## src/rtl/eprom_ctl.sv

```systemverilog
module eprom_ctl #(
  parameter int ADDR_W = 19,
  parameter int DATA_W = 8,
  parameter int DEPTH  = 256,
  parameter logic [DATA_W-1:0] MFG_ID = 8'h97,
  parameter logic [DATA_W-1:0] DEV_ID = 8'h50
) (
  input  logic              clk,
  input  logic              rst_n,
  input  logic              erase,
  input  logic              vpp_hi,
  input  logic              id_hv,
  input  logic              ce_n,
  input  logic              oe_n,
  input  logic [ADDR_W-1:0] addr,
  input  logic [DATA_W-1:0] dq_in,
  output logic [DATA_W-1:0] dq_out,
  output logic              dq_oe
);
  localparam int IDX_W = $clog2(DEPTH);

  typedef enum logic [2:0] {
    M_STBY, M_ODIS, M_READ, M_PROG, M_INH, M_VER, M_BAD
  } mode_t;

  mode_t             mode;
  logic [DATA_W-1:0] mem [DEPTH];
  logic [IDX_W-1:0]  idx;
  logic [DATA_W-1:0] rd_word;
  logic [DATA_W-1:0] sig_byte;
  logic              sig_ok;
  logic              ce_q;
  logic              wr_fire;

  assign idx     = addr[IDX_W-1:0];
  assign rd_word = mem[idx];

  always_comb begin
    case ({vpp_hi, ce_n, oe_n})
      3'b000:  mode = M_READ;
      3'b001:  mode = M_ODIS;
      3'b010,
      3'b011:  mode = M_STBY;
      3'b101:  mode = M_PROG;
      3'b111:  mode = M_INH;
      3'b110:  mode = M_VER;
      default: mode = M_BAD;
    endcase
  end

  assign sig_ok   = (addr[ADDR_W-1:1] == '0);
  assign sig_byte = !sig_ok ? '1 : (addr[0] ? DEV_ID : MFG_ID);

  assign dq_oe  = (mode == M_READ) || (mode == M_VER);
  assign dq_out = !dq_oe ? '0
                : ((mode == M_READ) && id_hv) ? sig_byte
                : rd_word;

  assign wr_fire = !ce_q && ce_n && vpp_hi && oe_n;

  always_ff @(posedge clk) begin
    if (!rst_n) begin
      ce_q <= 1'b1;
      for (int i = 0; i < DEPTH; i++) mem[i] <= '1;
    end else begin
      ce_q <= ce_n;
      if (erase) begin
        for (int i = 0; i < DEPTH; i++) mem[i] <= '1;
      end else if (wr_fire) begin
        mem[idx] <= rd_word & dq_in;
      end
    end
  end

  AST_QUIET_STANDBY: assert property (@(posedge clk) disable iff (!rst_n)
    (!vpp_hi && ce_n) |-> !dq_oe);

  AST_ONLY_CLEARS: assert property (@(posedge clk) disable iff (!rst_n)
    (wr_fire && !erase) |=> (idx != $past(idx)) || ((rd_word & ~$past(rd_word)) == '0));

  AST_INHIBIT_HOLDS: assert property (@(posedge clk) disable iff (!rst_n)
    (ce_q && ce_n && !erase) |=> (idx != $past(idx)) || $stable(rd_word));

  AST_ERASE_BLANK: assert property (@(posedge clk) disable iff (!rst_n)
    erase |=> (rd_word == '1));

  AST_SIG_MFG: assert property (@(posedge clk) disable iff (!rst_n)
    (!vpp_hi && !ce_n && !oe_n && id_hv && addr == '0) |-> (dq_oe && dq_out == MFG_ID));

  AST_UNDEF_QUIET: assert property (@(posedge clk) disable iff (!rst_n)
    (vpp_hi && !ce_n && !oe_n) |-> !dq_oe);
endmodule

```

## config.mk

```make
export PLATFORM = sky130hd
export DESIGN_NAME = eprom_ctl
export DESIGN_NICKNAME = d
export VERILOG_FILES = /design/src/rtl/eprom_ctl.sv
export SDC_FILE = /design/constraint.sdc
export NUM_CORES = 2
export LEC_CHECK = 0
export BUFFER_PORTS_ARGS = -buffer_cell sky130_fd_sc_hd__clkbuf_2
export CAP_MARGIN = 20
export CORE_MARGIN = 4
export CORE_UTILIZATION = 45
export DETAILED_ROUTE_END_ITERATION = 8
export GPL_TIMING_DRIVEN = 0
export REMOVE_ABC_BUFFERS = 1
export SYNTH_ARGS = -nofsm -noshare
export SYNTH_HDL_FRONTEND = slang
export SYNTH_SLANG_ARGS = --single-unit
```

## constraint.sdc

```tcl
create_clock -name clk -period 6 [get_ports clk]
set_clock_uncertainty 0.1 [all_clocks]
set_input_delay 1.5 -clock clk [delete_from_list [all_inputs] [get_ports clk]]
set_output_delay 1.5 -clock clk [all_outputs]
set_load 0.01 [all_outputs]
```

==> metrics.csv <==
stage,metric,value,unit
placement,post-place-cells,8968,
global_route,grt_pass1_vias,56000,
yosys,synth_top_area_frac,0.677,
flow_run,max-cap-violations,0,
clock_network,cts.sinks,2049,
power_and_ir_drop,power_frac_comb,0.076,
yosys,yosys-top-cells-count,"nand2_1, edfxtp_1, mux4_2",
global_route,grt_pass1_wl,384,mm
clock_network,cts_tree,built,
timing,setup_viol_count_final,7,
finish,syn_to_final_growth,15.1,%
yosys,synth-edff-count,2048,
placement,gp_congestion,0.836,
yosys,yosysTopAreaCell,edfxtp_1,
clock_network,path_clk_slew,0.06,ns
worst_setup_path,r2r-end,mem[142][7],
yosys,synthAdderAreaFrac,0,
routing,routedWlPerCell,27.8,um
worst_setup_path,worstSetupStartpointType,input pin,
timing,fin_crit,6.07,ns
yosys,synth_compound_area_frac,0.0403,
worst_setup_path,crit_required,4.40,ns
timing,slew_headroom,0.244,
worst_setup_path,crit_fanout,19,
yosys,ys_seq_elements,2049,
routing,via_per_inst,5.96,
routing,drc,0,
yosys,synthArstFlopShare,0,
yosys,synth_simple_gate_area_share,0.115,
yosys,synthTopCellsByArea,"edfxtp_1, mux4_2, nand2_1",
power_and_ir_drop,ir_drop,0.242,mV
clock_network,cts_root_buf,clkbuf_16,
clock_network,htree_levels,4,
finish,finalNonFillerCells,9548,
yosys,syn_inst,6560,
floorplan,initial_utilization,0.453,
power_and_ir_drop,power.internal,23.6,mW
floorplan,die_x,457,um
run_status,violations,negative setup slack,
yosys,syn_area,90800,um^2
yosys,synthXorXnorAreaFrac,0.0000965,
timing,final-hold-violation-count,0,
routing,ant_nets,0,
yosys,muxShareOfSynthArea,0.129,
finish,nNetsFinal,6750,
timing,whs,0.755,ns
power_and_ir_drop,p_switching,7.10,mW
clock_network,cts_buffer_depth,3,
worst_setup_path,arrival,4.47,ns
yosys,ys_types,48,
worst_setup_path,end_kind,output pin,
global_route,grt_max_degree,71,
placement,portBuffers,42,
floorplan,io_pins,43,
placement,dpl_worst_slack,-2.76,ns
timing,finalMaxSlewViolations,0,
yosys,yosys_warnings,0,
hold_path,hold_path_class,input pin to flop,
global_route,grt-ovfl-total,0,
hold_path,min_path_cells,2,
power_and_ir_drop,p_seq_frac,0.513,
clock_network,insertion_delay,0.84,ns
routing,wirelength,265,mm
yosys,synth_ff_type,edfxtp_1,
worst_setup_path,r2r_start,mem[152][7],
yosys,synth_top_family_by_area,multiplexers,
timing,worst_slack,-0.0655,ns
finish,final_area,105000,um^2
finish,drive_above_1_share,0.188,
routing,drt-pass1-iter-count,6,
worst_setup_path,startpoint,addr[0],
power_and_ir_drop,pwr-share-clk,0.411,
power_and_ir_drop,p_leak,27.6,nW
timing,grt_setup_unrepaired,yes,
yosys,avgSynthCellArea,13.8,um^2
worst_setup_path,worstSetupPathType,input pin to output pin,
yosys,synth.most_common_cell,nand2_1,
global_route,antenna_found_initial,14,
power_and_ir_drop,sw_frac_of_total,0.231,
floorplan,core_area,200000,um^2
yosys,seq_area_frac_synth,0.678,
clock_network,cts_buffers,206,
routing,vias,56900,
worst_setup_path,endpoint,dq_out[7],
worst_setup_path,rrSetupSlack,1.89,ns
clock_network,ctsHoldBuffers,0,
worst_setup_path,reg2regPathDepth,10,
timing,worst_pin_slew,1.12,ns
floorplan,die_h,457,um
timing,fin_crit_sh,1.01,
global_route,grtUsageTotal,0.249,
power_and_ir_drop,p_per_area,294,nW/um^2
timing,clock.fmax,0.165,GHz
floorplan,rows,164,
placement,dp_hpwl,158,mm
routing,initialDrtViolationCount,7424,
run_status,status,finished with violations,
floorplan,die_area,209000,um^2
placement,placed_cell_area,94600,um^2
-- placed cells by master (no fill, tap or decap), types with 14 or more instances in the layout --
cell,Yosys,routed
nand3_1,156,151
nand2_1,2123,2104
a21oi_1,36,35
clkinv_1,0,59
nor2_1,272,269
clkbuf_1,204,51
clkbuf_16,0,216
clkbuf_2,0,47
mux4_2,370,370
nand4_1,18,18
buf_4,166,224
a221oi_4,0,14
buf_12,0,52
bufinv_16,0,18
a22oi_1,140,131
buf_2,115,74
mux2i_1,339,336
buf_16,0,68
a31oi_1,36,19
clkinv_2,0,24
edfxtp_1,2048,2048
o21ai_0,265,263
-- metrics by stage --
stage	TNS (ns)	utilization	total power, mW
floorplan	-	-	16.9
global placement	-	0.454	18.2
detailed placement	-3452.15	0.473	18.0
CTS	-0.467	0.517	30.7
global route	-0.378	0.522	31.5
finish	-0.291	0.522	30.7
-- worst min path at each step --
stage | end | from
2_1_floorplan | mem[112][0] | ce_q
3_3_place_gp | ce_q | rst_n
3_5_place_dp | mem[112][7] | mem[89][7]
4_1_cts | ce_q | rst_n
5_1_grt | ce_q | rst_n
6_report | ce_q | rst_n
-- cell type report --
cell class / count / area, um^2
antenna: 12 / 30.0
timing repair buffer: 513 / 6070
clock inverter: 110 / 973
fill: 16700 / 95800
tap: 2656 / 3320
sequential: 2049 / 61500
multi-input combinational: 3944 / 27100
clock buffer: 262 / 5470
inverter: 2 / 7.51
-- metal layers --
| metal | wire (um) | GRT usage | vias up |
|---|---|---|---|
| met2 | 129000 | 0.405 | 2774 |
| met1 | 103000 | 0.336 | 29100 |
| met3 | 22800 | 0.0418 | 510 |
| met4 | 11000 | 0.0981 | 2 |
| li1 | - | - | 24500 |
| met5 | 7 | 0 | - |
-- flip-flops by register name, summed over array words and instances, names as in the netlist --
register	count
ce_q	1
mem	2048
-- cell families (layout without fill, tap and decap cells) --
kind of cell	Yosys count	count (layout)
xor+xnor	1	1
simple gates	2649	2655
mux	709	709
flops	2049	2049
compound gates	579	579
other cells	0	12
buf+inv	573	887
-- power by group through the flow --
stage	combinational, mW	clock (mW)	sequential [mW]
3_3_place_gp	2.04	0	16.1
5_1_grt	2.43	13.3	15.7
4_1_cts	2.27	12.7	15.7
3_5_place_dp	1.99	0	16.1
2_1_floorplan	0.819	0	16.1
6_report	2.34	12.6	15.7
-- worst max-delay path: stages --
cell and delay, ns:
clkbuf_16 0.17, buf_16 0.21, buf_16 0.23, mux4_2 0.59, a22oi_1 0.40, a41oi_2 0.36
nor4_2 0.29, buf_2 0.25, o21a_1 0.14, nor2_1 0.07, clkbuf_2 0.16
-- what timing repair did --
item,4_1_cts,5_1_grt
resized for setup,133,42
pin swaps,29,23
setup buffers,64,29
gates cloned,38,4
endpoints found under the setup margin,1769,8
Power figures use the tool's default switching activity.
